$ cat config.mk
export PLATFORM = sky130hd
export DESIGN_NAME = dphy_burst_seq
export DESIGN_NICKNAME = d
export VERILOG_FILES = /design/src/rtl/dphy_seq_pkg.sv /design/src/rtl/dphy_timing_capture.sv /design/src/rtl/dphy_phase_timer.sv /design/src/rtl/dphy_hs_byte_path.sv /design/src/rtl/dphy_burst_seq.sv
export SDC_FILE = /design/constraint.sdc
export NUM_CORES = 1
export LEC_CHECK = 0
export ABC_AREA = 0
export BUFFER_PORTS_ARGS = -buffer_cell sky130_fd_sc_hd__buf_2
export CORE_MARGIN = 3
export CORE_UTILIZATION = 54
export CTS_BUF_LIST = sky130_fd_sc_hd__clkbuf_16
export CTS_CLUSTER_DIAMETER = 30
export DETAILED_ROUTE_END_ITERATION = 8
export MAX_ROUTING_LAYER = met4
export PLACE_DENSITY = 0.81
export SLEW_MARGIN = 20
export SYNTH_ARGS = -nofsm -noshare
export SYNTH_HDL_FRONTEND = slang
export SYNTH_SLANG_ARGS = --single-unit
$ cat constraint.sdc
create_clock -name clk_i -period 6.5 [get_ports clk_i]
set_input_delay 0.325 -clock clk_i [delete_from_list [all_inputs] [get_ports clk_i]]
set_output_delay 0.325 -clock clk_i [all_outputs]
set_load 0.02 [all_outputs]
$ cat src/rtl/dphy_seq_pkg.sv
package dphy_seq_pkg;

   typedef enum logic [3:0] {
      PH_IDLE,
      PH_RQST,
      PH_BRDG,
      PH_ZERO,
      PH_SYNC,
      PH_DATA,
      PH_TAIL,
      PH_TRAIL,
      PH_EXIT
   } phase_e;

   // low-power line pair encodings {dp, dn}
   localparam logic [1:0] LP_STOP = 2'b11;
   localparam logic [1:0] LP_RQST = 2'b01;
   localparam logic [1:0] LP_BRDG = 2'b00;

   function automatic logic lp_pos(input logic [1:0] lp);
      return lp[1];
   endfunction

   function automatic logic lp_neg(input logic [1:0] lp);
      return lp[0];
   endfunction

endpackage

$ cat src/rtl/dphy_timing_capture.sv
module dphy_timing_capture #(
   parameter int FIELD_W   = 8,
   parameter int WORD_W    = 32,
   parameter int MIN_PHASE = 1
) (
   input  logic               clk_i,
   input  logic               rst_ni,
   input  logic               capture_i,
   input  logic [WORD_W-1:0]  word_a_i,
   input  logic [WORD_W-1:0]  word_b_i,
   output logic [FIELD_W-1:0] rqst_len_o,
   output logic [FIELD_W-1:0] exit_len_o,
   output logic [FIELD_W-1:0] prep_len_o,
   output logic [FIELD_W-1:0] zero_len_o,
   output logic [FIELD_W-1:0] trail_len_o
);

   localparam int NUM_FIELDS = 5;
   localparam logic [FIELD_W-1:0] FLOOR = FIELD_W'(MIN_PHASE);

   generate
      if (MIN_PHASE < 1 || MIN_PHASE >= (1 << FIELD_W)) begin : g_bad_floor
         $error("MIN_PHASE must lie in 1 .. 2**FIELD_W-1");
      end
      if (WORD_W <= 3 * FIELD_W) begin : g_bad_word
         $error("WORD_W must exceed three fields");
      end
   endgenerate

   logic [FIELD_W-1:0] raw   [NUM_FIELDS];
   logic [FIELD_W-1:0] held  [NUM_FIELDS];
   logic               unused_hi_bits;

   // field placement is fixed by the word layout
   assign raw[0] = word_a_i[2*FIELD_W-1:FIELD_W];
   assign raw[1] = word_a_i[FIELD_W-1:0];
   assign raw[2] = word_b_i[FIELD_W-1:0];
   assign raw[3] = word_b_i[2*FIELD_W-1:FIELD_W];
   assign raw[4] = word_b_i[3*FIELD_W-1:2*FIELD_W];

   assign unused_hi_bits = ^{word_a_i[WORD_W-1:2*FIELD_W], word_b_i[WORD_W-1:3*FIELD_W]};

   generate
      for (genvar g = 0; g < NUM_FIELDS; g++) begin : g_field
         always_ff @(posedge clk_i or negedge rst_ni) begin
            if (!rst_ni) begin
               held[g] <= FLOOR;
            end else if (capture_i) begin
               held[g] <= (raw[g] < FLOOR) ? FLOOR : raw[g];
            end
         end


         floor_held_chk: assert property (@(posedge clk_i) disable iff (!rst_ni)
            held[g] >= FLOOR);
      end
   endgenerate

   assign rqst_len_o  = held[0];
   assign exit_len_o  = held[1];
   assign prep_len_o  = held[2];
   assign zero_len_o  = held[3];
   assign trail_len_o = held[4];

endmodule

$ cat src/rtl/dphy_phase_timer.sv
module dphy_phase_timer #(
   parameter int CNT_W = 8
) (
   input  logic             clk_i,
   input  logic             rst_ni,
   input  logic             restart_i,
   input  logic [CNT_W-1:0] len_i,
   output logic             expired_o
);

   localparam logic [CNT_W-1:0] CNT_ONE = CNT_W'(1);
   localparam logic [CNT_W-1:0] CNT_TOP = {CNT_W{1'b1}};

   generate
      if (CNT_W < 2) begin : g_bad_width
         $error("CNT_W must be at least 2");
      end
   endgenerate

   logic [CNT_W-1:0] cnt_q;

   always_ff @(posedge clk_i or negedge rst_ni) begin
      if (!rst_ni) begin
         cnt_q <= CNT_ONE;
      end else if (restart_i) begin
         cnt_q <= CNT_ONE;
      end else if (cnt_q != CNT_TOP) begin
         cnt_q <= cnt_q + CNT_ONE;
      end
   end

   assign expired_o = (cnt_q >= len_i);


   count_start_chk: assert property (@(posedge clk_i) disable iff (!rst_ni)
      restart_i |=> (cnt_q == CNT_ONE));

endmodule

$ cat src/rtl/dphy_hs_byte_path.sv
module dphy_hs_byte_path #(
   parameter int                 DATA_W    = 8,
   parameter logic [DATA_W-1:0]  SYNC_BYTE = 8'hB8,
   parameter bit                 LSB_FIRST = 1'b1
) (
   input  logic              clk_i,
   input  logic              rst_ni,
   input  logic              ld_zero_i,
   input  logic              ld_sync_i,
   input  logic              ld_byte_i,
   input  logic [DATA_W-1:0] byte_i,
   input  logic              ld_trail_i,
   input  logic              ld_clear_i,
   output logic [DATA_W-1:0] data_o
);

   logic [DATA_W-1:0] data_q;
   logic              wire_last_bit;

   generate
      if (LSB_FIRST) begin : g_lsb_first
         assign wire_last_bit = data_q[DATA_W-1];
      end else begin : g_msb_first
         assign wire_last_bit = data_q[0];
      end
   endgenerate

   always_ff @(posedge clk_i or negedge rst_ni) begin
      if (!rst_ni) begin
         data_q <= '0;
      end else if (ld_clear_i || ld_zero_i) begin
         data_q <= '0;
      end else if (ld_sync_i) begin
         data_q <= SYNC_BYTE;
      end else if (ld_byte_i) begin
         data_q <= byte_i;
      end else if (ld_trail_i) begin
         data_q <= {DATA_W{~wire_last_bit}};
      end
   end

   assign data_o = data_q;


   trail_fill_chk: assert property (@(posedge clk_i) disable iff (!rst_ni)
      ld_trail_i |=> ($countones(data_q) == 0 || $countones(data_q) == DATA_W));

endmodule

$ cat src/rtl/dphy_burst_seq.sv
module dphy_burst_seq
   import dphy_seq_pkg::*;
#(
   parameter int                FIELD_W   = 8,
   parameter int                WORD_W    = 32,
   parameter int                DATA_W    = 8,
   parameter int                MIN_PHASE = 1,
   parameter logic [DATA_W-1:0] SYNC_BYTE = 8'hB8,
   parameter bit                LSB_FIRST = 1'b1
) (
   input  logic              clk_i,
   input  logic              rst_ni,
   input  logic              tx_req_i,
   input  logic              tx_valid_i,
   input  logic [DATA_W-1:0] tx_data_i,
   input  logic              tx_last_i,
   output logic              tx_ready_o,
   input  logic [WORD_W-1:0] cfg_a_i,
   input  logic [WORD_W-1:0] cfg_b_i,
   output logic              lp_dp_o,
   output logic              lp_dn_o,
   output logic              hs_en_o,
   output logic [DATA_W-1:0] hs_data_o
);

   generate
      if (DATA_W < 2) begin : g_bad_data
         $error("DATA_W must be at least 2");
      end
   endgenerate

   phase_e             phase_q, phase_d;
   logic               expired, accept, capture;
   logic [FIELD_W-1:0] rqst_len, exit_len, prep_len, zero_len, trail_len;
   logic [FIELD_W-1:0] phase_len;
   logic [1:0]         lp_state;

   assign capture = (phase_q == PH_IDLE);

   dphy_timing_capture #(
      .FIELD_W  (FIELD_W),
      .WORD_W   (WORD_W),
      .MIN_PHASE(MIN_PHASE)
   ) u_capture (
      .clk_i      (clk_i),
      .rst_ni     (rst_ni),
      .capture_i  (capture),
      .word_a_i   (cfg_a_i),
      .word_b_i   (cfg_b_i),
      .rqst_len_o (rqst_len),
      .exit_len_o (exit_len),
      .prep_len_o (prep_len),
      .zero_len_o (zero_len),
      .trail_len_o(trail_len)
   );

   always_comb begin
      unique case (phase_q)
         PH_RQST:  phase_len = rqst_len;
         PH_BRDG:  phase_len = prep_len;
         PH_ZERO:  phase_len = zero_len;
         PH_TRAIL: phase_len = trail_len;
         PH_EXIT:  phase_len = exit_len;
         default:  phase_len = FIELD_W'(1);
      endcase
   end

   dphy_phase_timer #(
      .CNT_W(FIELD_W)
   ) u_timer (
      .clk_i    (clk_i),
      .rst_ni   (rst_ni),
      .restart_i(phase_d != phase_q),
      .len_i    (phase_len),
      .expired_o(expired)
   );

   assign tx_ready_o = (phase_q == PH_SYNC) || (phase_q == PH_DATA);
   assign accept     = tx_valid_i && tx_ready_o;

   always_comb begin
      phase_d = phase_q;
      unique case (phase_q)
         PH_IDLE:  if (tx_req_i) phase_d = PH_RQST;
         PH_RQST:  if (expired)  phase_d = PH_BRDG;
         PH_BRDG:  if (expired)  phase_d = PH_ZERO;
         PH_ZERO:  if (expired)  phase_d = PH_SYNC;
         PH_SYNC:  phase_d = (accept && tx_last_i) ? PH_TAIL : PH_DATA;
         PH_DATA:  if (accept && tx_last_i) phase_d = PH_TAIL;
         PH_TAIL:  phase_d = PH_TRAIL;
         PH_TRAIL: if (expired)  phase_d = PH_EXIT;
         PH_EXIT:  if (expired)  phase_d = PH_IDLE;
         default:  phase_d = PH_IDLE;
      endcase
   end

   always_ff @(posedge clk_i or negedge rst_ni) begin
      if (!rst_ni) begin
         phase_q <= PH_IDLE;
      end else begin
         phase_q <= phase_d;
      end
   end

   dphy_hs_byte_path #(
      .DATA_W   (DATA_W),
      .SYNC_BYTE(SYNC_BYTE),
      .LSB_FIRST(LSB_FIRST)
   ) u_bytes (
      .clk_i     (clk_i),
      .rst_ni    (rst_ni),
      .ld_zero_i (phase_q == PH_BRDG && phase_d == PH_ZERO),
      .ld_sync_i (phase_q == PH_ZERO && phase_d == PH_SYNC),
      .ld_byte_i (accept),
      .byte_i    (tx_data_i),
      .ld_trail_i(phase_q == PH_TAIL),
      .ld_clear_i(phase_q == PH_TRAIL && phase_d == PH_EXIT),
      .data_o    (hs_data_o)
   );

   always_comb begin
      unique case (phase_q)
         PH_IDLE, PH_EXIT: lp_state = LP_STOP;
         PH_RQST:          lp_state = LP_RQST;
         default:          lp_state = LP_BRDG;
      endcase
   end

   assign lp_dp_o = lp_pos(lp_state);
   assign lp_dn_o = lp_neg(lp_state);
   assign hs_en_o = (phase_q == PH_ZERO) || (phase_q == PH_SYNC) || (phase_q == PH_DATA) ||
                    (phase_q == PH_TAIL) || (phase_q == PH_TRAIL);


   lp_no_skip_chk: assert property (@(posedge clk_i) disable iff (!rst_ni)
      (lp_dp_o && lp_dn_o) |=> !(!lp_dp_o && !lp_dn_o));


   hs_entry_chk: assert property (@(posedge clk_i) disable iff (!rst_ni)
      $rose(hs_en_o) |-> (!$past(lp_dp_o) && !$past(lp_dn_o) && hs_data_o == '0));


   sync_lead_chk: assert property (@(posedge clk_i) disable iff (!rst_ni)
      $rose(tx_ready_o) |-> (hs_en_o && hs_data_o == SYNC_BYTE));


   exit_quiet_chk: assert property (@(posedge clk_i) disable iff (!rst_ni)
      $fell(hs_en_o) |-> (lp_dp_o && lp_dn_o && !tx_ready_o && hs_data_o == '0));


   ready_in_hs_chk: assert property (@(posedge clk_i) disable iff (!rst_ni)
      tx_ready_o |-> hs_en_o);

endmodule

# Word level (Yosys, flattened, before mapping)
# Cells that the tools add are included.
# totals
register_bits,60
input_bits,77
out_inout_bits,12
wordCells,66
# op_classes
addsub,1
magnitude_cmp,6
n_eq_ne,13
n_mux,22
bitwise,1
reduce_logical,15
# ops
cell,n
$mux W8,11
$lt A8 B1 Y1 const B,5
$pmux W8 S5,1
$pmux W4 S9,1
$mux W4,7
$eq A4 B3 Y1 const B,5
$eq A4 B2 Y1 const B,3
$add A8 B1 Y8 const B,1
$eq A4 B4 Y1 const B,2
$ge A8 B8 Y1,1
$ne A8 B8 Y1 const B,1
$logic_or A1 B1 Y1,6
$logic_and A1 B1 Y1,5
$eq A4 B1 Y1 const B,1
$logic_not A4 Y1,1
$ne A4 B4 Y1,1
$pmux W2 S2,1
$reduce_bool A4 Y1,1
$mux W2,1
$reduce_bool A2 Y1,1
$reduce_or A2 Y1,1
$not A1 Y1,1

# Depth between registers and ports, before layout
# logic_depth
word_depth,10
depth_mapped,13
depth_no_buf,11

# Modules after synthesis
# A second synthesis with hierarchy kept.
# hier_totals
hier_cells,285
area_unflattened_um2,3275.6
# modules_own_cells
mod,n_inst,cells_each,area_per_inst_um2,seq_area_each_um2
dphy_timing_capture,1,100,1594.0,1007.2
dphy_burst_seq,1,92,716.9,100.1
dphy_phase_timer,1,61,588.1,201.4
dphy_hs_byte_path,1,32,376.6,200.2

# Worst setup path before layout
# OpenSTA, ideal clock, no wires.
# synth_path
path_kind,register to register
from,register phase_q[1]
to,"register u_bytes.data_q[0], in the netlist u_bytes.data_o[0]"
setup_time_ns,0.065
arrival_time_ns,2.894
required_time_ns,6.435
setup_slack_ns,3.541
stages_incl_launch_ff,12
path_buffers,2
synth_period_minus_slack_ns,2.959
cell_sequence,dfrtp_1 > nor3_1 > and2_1 > buf_1 > a221oi_1 > ha_1 > a41oi_1 > a21oi_1 > a21o_1 > buf_2 > o211ai_2 > o221a_2
# synth_via
elab_chain_len,10
word_cells_on_any_way,34
classes_between,1 x order compare; 11 x eq/ne; 13 x mux; 9 x reduce/logical
# synth_rtl
item,line,rtl
from (decl),dphy_burst_seq.sv:32,"phase_e phase_q, phase_d;"
from (signal assigned),dphy_burst_seq.sv:101,phase_q <= phase_d;
"parallel branches: the longest is 10 deep, another holds $ge A8 B8 Y1",n/a,
to (signal assigned),dphy_hs_byte_path.sv:36,data_q <= byte_i;
to (signal assigned),dphy_hs_byte_path.sv:38,data_q <= {DATA_W{~wire_last_bit}};
to (decl),dphy_hs_byte_path.sv:17,logic [DATA_W-1:0] data_q;
# Several ways; the timed one is not identified.
# A chain may end at the register's enable or synchronous reset.

# Worst setup path in the final report
# layout_path
from,register phase_q[2]
to,register u_timer.cnt_q[3]
# layout_via
elab_chain_len,8
word_cells_on_any_way,26
classes_between,1 x order compare; 9 x eq/ne; 11 x mux; 5 x reduce/logical
# layout_rtl
item,line,rtl
"parallel branches: the longest is 6 deep, another holds $ge A8 B8 Y1",n/a,
$ne A4 B4 Y1 *,dphy_burst_seq.sv:73,".restart_i(phase_d != phase_q),"
$mux W8 / $reduce_bool A2 Y1 (equally long branches),n/a,
to (signal assigned),dphy_phase_timer.sv:28,cnt_q <= cnt_q + CNT_ONE;
to (decl),dphy_phase_timer.sv:20,logic [CNT_W-1:0] cnt_q;
# Every way passes the cells marked *.

==> impl_metrics.json <==
{
  "clock_latency_ns": 0.33,
  "synth_nets": 381,
  "slew_viol_final": 0,
  "cp-startpoint": "phase_q[2]$_DFF_PN0_",
  "synth_edf_count": 0,
  "reg2reg_depth": 10,
  "max_cap_viol_count": 0,
  "tns_ns": 0,
  "grt_overflow": 0,
  "io_buffer_count": 64,
  "num_antenna_cells": 0,
  "power.static_leakage_nw": 1.705,
  "synth-compound-area-share": 0.1507,
  "synth-simple-area-share": 0.1480,
  "critical_path.endpoint_type": "flop",
  "maxSlewHeadroom": 0.3153,
  "drt_wl_total_um": 7135,
  "cts_buffers": 9,
  "crit_chain": "nor4b_2 > nand2_1 > o21ai_0 > a221oi_1 > ha_1 > a41oi_1 > a21oi_1 > a221oi_1 > o21ai_1 > nor3_1",
  "status": "complete, no violations",
  "core_um2": 5608,
  "multi_input_area_um2": 1580,
  "rrSetupSlack_ns": 2.83,
  "synth-xor-area-share": 0.005482,
  "ctsHoldBuffers": 0,
  "antenna_found_initial": 0,
  "timing.final.ws_setup_ns": 2.829,
  "dpl-instance-area_um2": 3530,
  "reg2reg_to": "u_timer.cnt_q[3]$_DFFE_PN0P_",
  "final_common_cell": "buf_2",
  "ys_warn_count": 0,
  "fin_worst_skew_ns": 0.004280,
  "clock_path_buffers": 2,
  "dp_slack_ns": 2.828,
  "yosys-mux-area-fraction": 0.1551,
  "cts.clk_slew.worst_paths_ns": 0.05,
  "synth_top_family_by_area": "multiplexers",
  "hold_violations": 0,
  "grt_util_met1": 0.2879,
  "via_per_inst": 5.910,
  "async_flop_share": 1.000,
  "regArea_um2": 1509,
  "synth_flop_cell": "dfrtp_1",
  "syn_inst": 295,
  "power_density_nw_per_um2": 526.8,
  "postRouteAntennaNets": 0,
  "htreeDepth": 3,
  "final_cells": 435,
  "hpwl_um": 5285,
  "dr.pass1.iters": 4,
  "die_y_um": 82.93,
  "rsz0062_at_grt": "false",
  "setup_violations": 0,
  "path_depth": 10,
  "dp.cells": 419,
  "utilization": 0.6789,
  "worst-path-buf-inv": 0,
  "crit_arrival_ns": 3.85,
  "ys_ff_latch": 60,
  "cts_tree": "built",
  "avgSynthCellArea_um2": 10.83,
  "holdWs_ns": 0.1321,
  "grt.busiest_layer": "met2",
  "die_w_um": 82.93,
  "cp_slowest_cell": "nor4b_2",
  "seq_area_frac_synth": 0.4722,
  "max_freq_ghz": 0.2724,
  "post-route-drc-count": 0,
  "crit_fanout": 24,
  "critPathTopFamily": "compound AO/OA/AOI/OAI gates",
  "synth_top_area_frac": 0.4229,
  "rows": 27,
  "nFillCells": 434,
  "cp.required_ns": 6.68,
  "routabilityCongestion": 0.8295,
  "cp_common_cell": "a221oi_1",
  "fin_crit_sh": 0.5648,
  "synth_area_leaders": "dfrtp_1 42%, mux2_2 12%, dfstp_2 4.9%, ha_1 3.5%, a21oi_1 2.8%",
  "synth_cell_type_count": 47,
  "postLayoutCellArea_um2": 3807,
  "track_usage": 0.2260,
  "crit_end": "u_timer.cnt_q[3]$_DFFE_PN0P_",
  "rr_startpoint": "phase_q[2]$_DFF_PN0_",
  "p_total_mw": 2.006,
  "grt.met2_usage": 0.3477,
  "synth_largest_area_cell": "dfrtp_1",
  "min_path_type": "in -> async",
  "drive_above_1_share": 0.3691,
  "synth_area_um2": 3196,
  "most-common-layout-cells": "64 x buf_2, 54 x dfrtp_1, 34 x mux2_2, 22 x nand2_1, 22 x nor2_1",
  "grtUsageMet3": 0.05655,
  "wl_per_cell_um": 16.40,
  "dieArea_um2": 6877,
  "via_count": 2571,
  "fin_crit_ns": 3.671,
  "cp_slowest_stage_delay_ns": 0.90,
  "ir_worst_vdd_mv": 0.2791,
  "cp-start-kind": "flop",
  "grt_pass1_vias": 2564,
  "grt_max_degree": 61,
  "cts_resized": 0,
  "cts_root_buffer": "clkbuf_16",
  "crit_type": "reg -> reg",
  "first_iter_violations": 152,
  "initial_core_util": 0.5698,
  "cts_setup_buffers": 0,
  "grt_first_pass_wirelength_um": 12240,
  "io_pins": 89,
  "synthAdderAreaFrac": 0.03524,
  "worst_pin_slew_ns": 1.027,
  "syn_to_final_growth_pct": 19.15,
  "nets": 444,
  "cts_sinks": 60
}
## sequential cells by signal, indices dropped and copies added (netlist names)
register,flops
u_capture.exit_len_o,8
u_capture.zero_len_o,8
u_timer.cnt_q,8
u_capture.trail_len_o,8
phase_q,4
u_bytes.data_o,8
u_capture.rqst_len_o,8
u_capture.prep_len_o,8
## power by group
group | switching [mW] | total, mW | leakage (nW) | internal, mW
clock network | 0.173 | 0.431 | 0.124 | 0.258
registers | 0.168 | 0.732 | 0.719 | 0.564
logic | 0.436 | 0.842 | 0.862 | 0.406
total | 0.777 | 2.01 | 1.71 | 1.23
## worst min path at each step
stage	start	to	depth (start not counted)
final	rst_ni	u_timer.cnt_q[6]$_DFFE_PN0P_	2
after global routing	rst_ni	u_timer.cnt_q[6]$_DFFE_PN0P_	2
after CTS	rst_ni	u_timer.cnt_q[4]$_DFFE_PN0P_	2
after detailed placement	u_capture.trail_len_o[4]$_DFFE_PN0P_	u_capture.trail_len_o[4]$_DFFE_PN0P_	1
after global placement	u_capture.trail_len_o[4]$_DFFE_PN0P_	u_capture.trail_len_o[4]$_DFFE_PN0P_	1
after floorplan	rst_ni	phase_q[0]$_DFF_PN0_	0
## routing by layer
metal	part of all wire	vias to the layer above
met5	0	-
met2	0.47	101
met4	0.020	0
met1	0.44	1219
li1	-	1236
met3	0.065	15
## Yosys cell counts, types with 3 or more instances
| library cell | count |
|---|---|
| mux2i_1 | 9 |
| and3_1 | 4 |
| mux2_2 | 34 |
| nand2b_1 | 4 |
| inv_1 | 4 |
| buf_6 | 3 |
| dfstp_2 | 6 |
| o221a_2 | 5 |
| a221oi_1 | 10 |
| ha_1 | 9 |
| nor2_1 | 22 |
| dfrtp_1 | 54 |
| nor3_1 | 11 |
| buf_2 | 7 |
| a31oi_1 | 3 |
| nand2_1 | 22 |
| o211a_1 | 5 |
| nand3_1 | 9 |
| a21oi_1 | 18 |
| nor4_1 | 7 |
| o21ai_0 | 15 |
## final cells by class
cell class / count / area share
multi-input cells: 217 / 0.4151
flip-flops and latches: 60 / 0.3963
repair buffers: 66 / 0.08807
clock buffers: 9 / 0.05915
well taps: 72 / 0.02366
clock inverters: 7 / 0.01380
inverters: 4 / 0.003943
## cells by family after synthesis
| kind of cell | count (synthesis) |
|---|---|
| buffers and inverters | 18 |
| XOR/XNOR | 2 |
| AO/OA/AOI/OAI | 69 |
| AND/OR/NAND/NOR | 92 |
| flip-flops | 60 |
| multiplexers | 45 |
| adder cells (fa/ha/maj) | 9 |
Power figures use the tool's default switching activity.
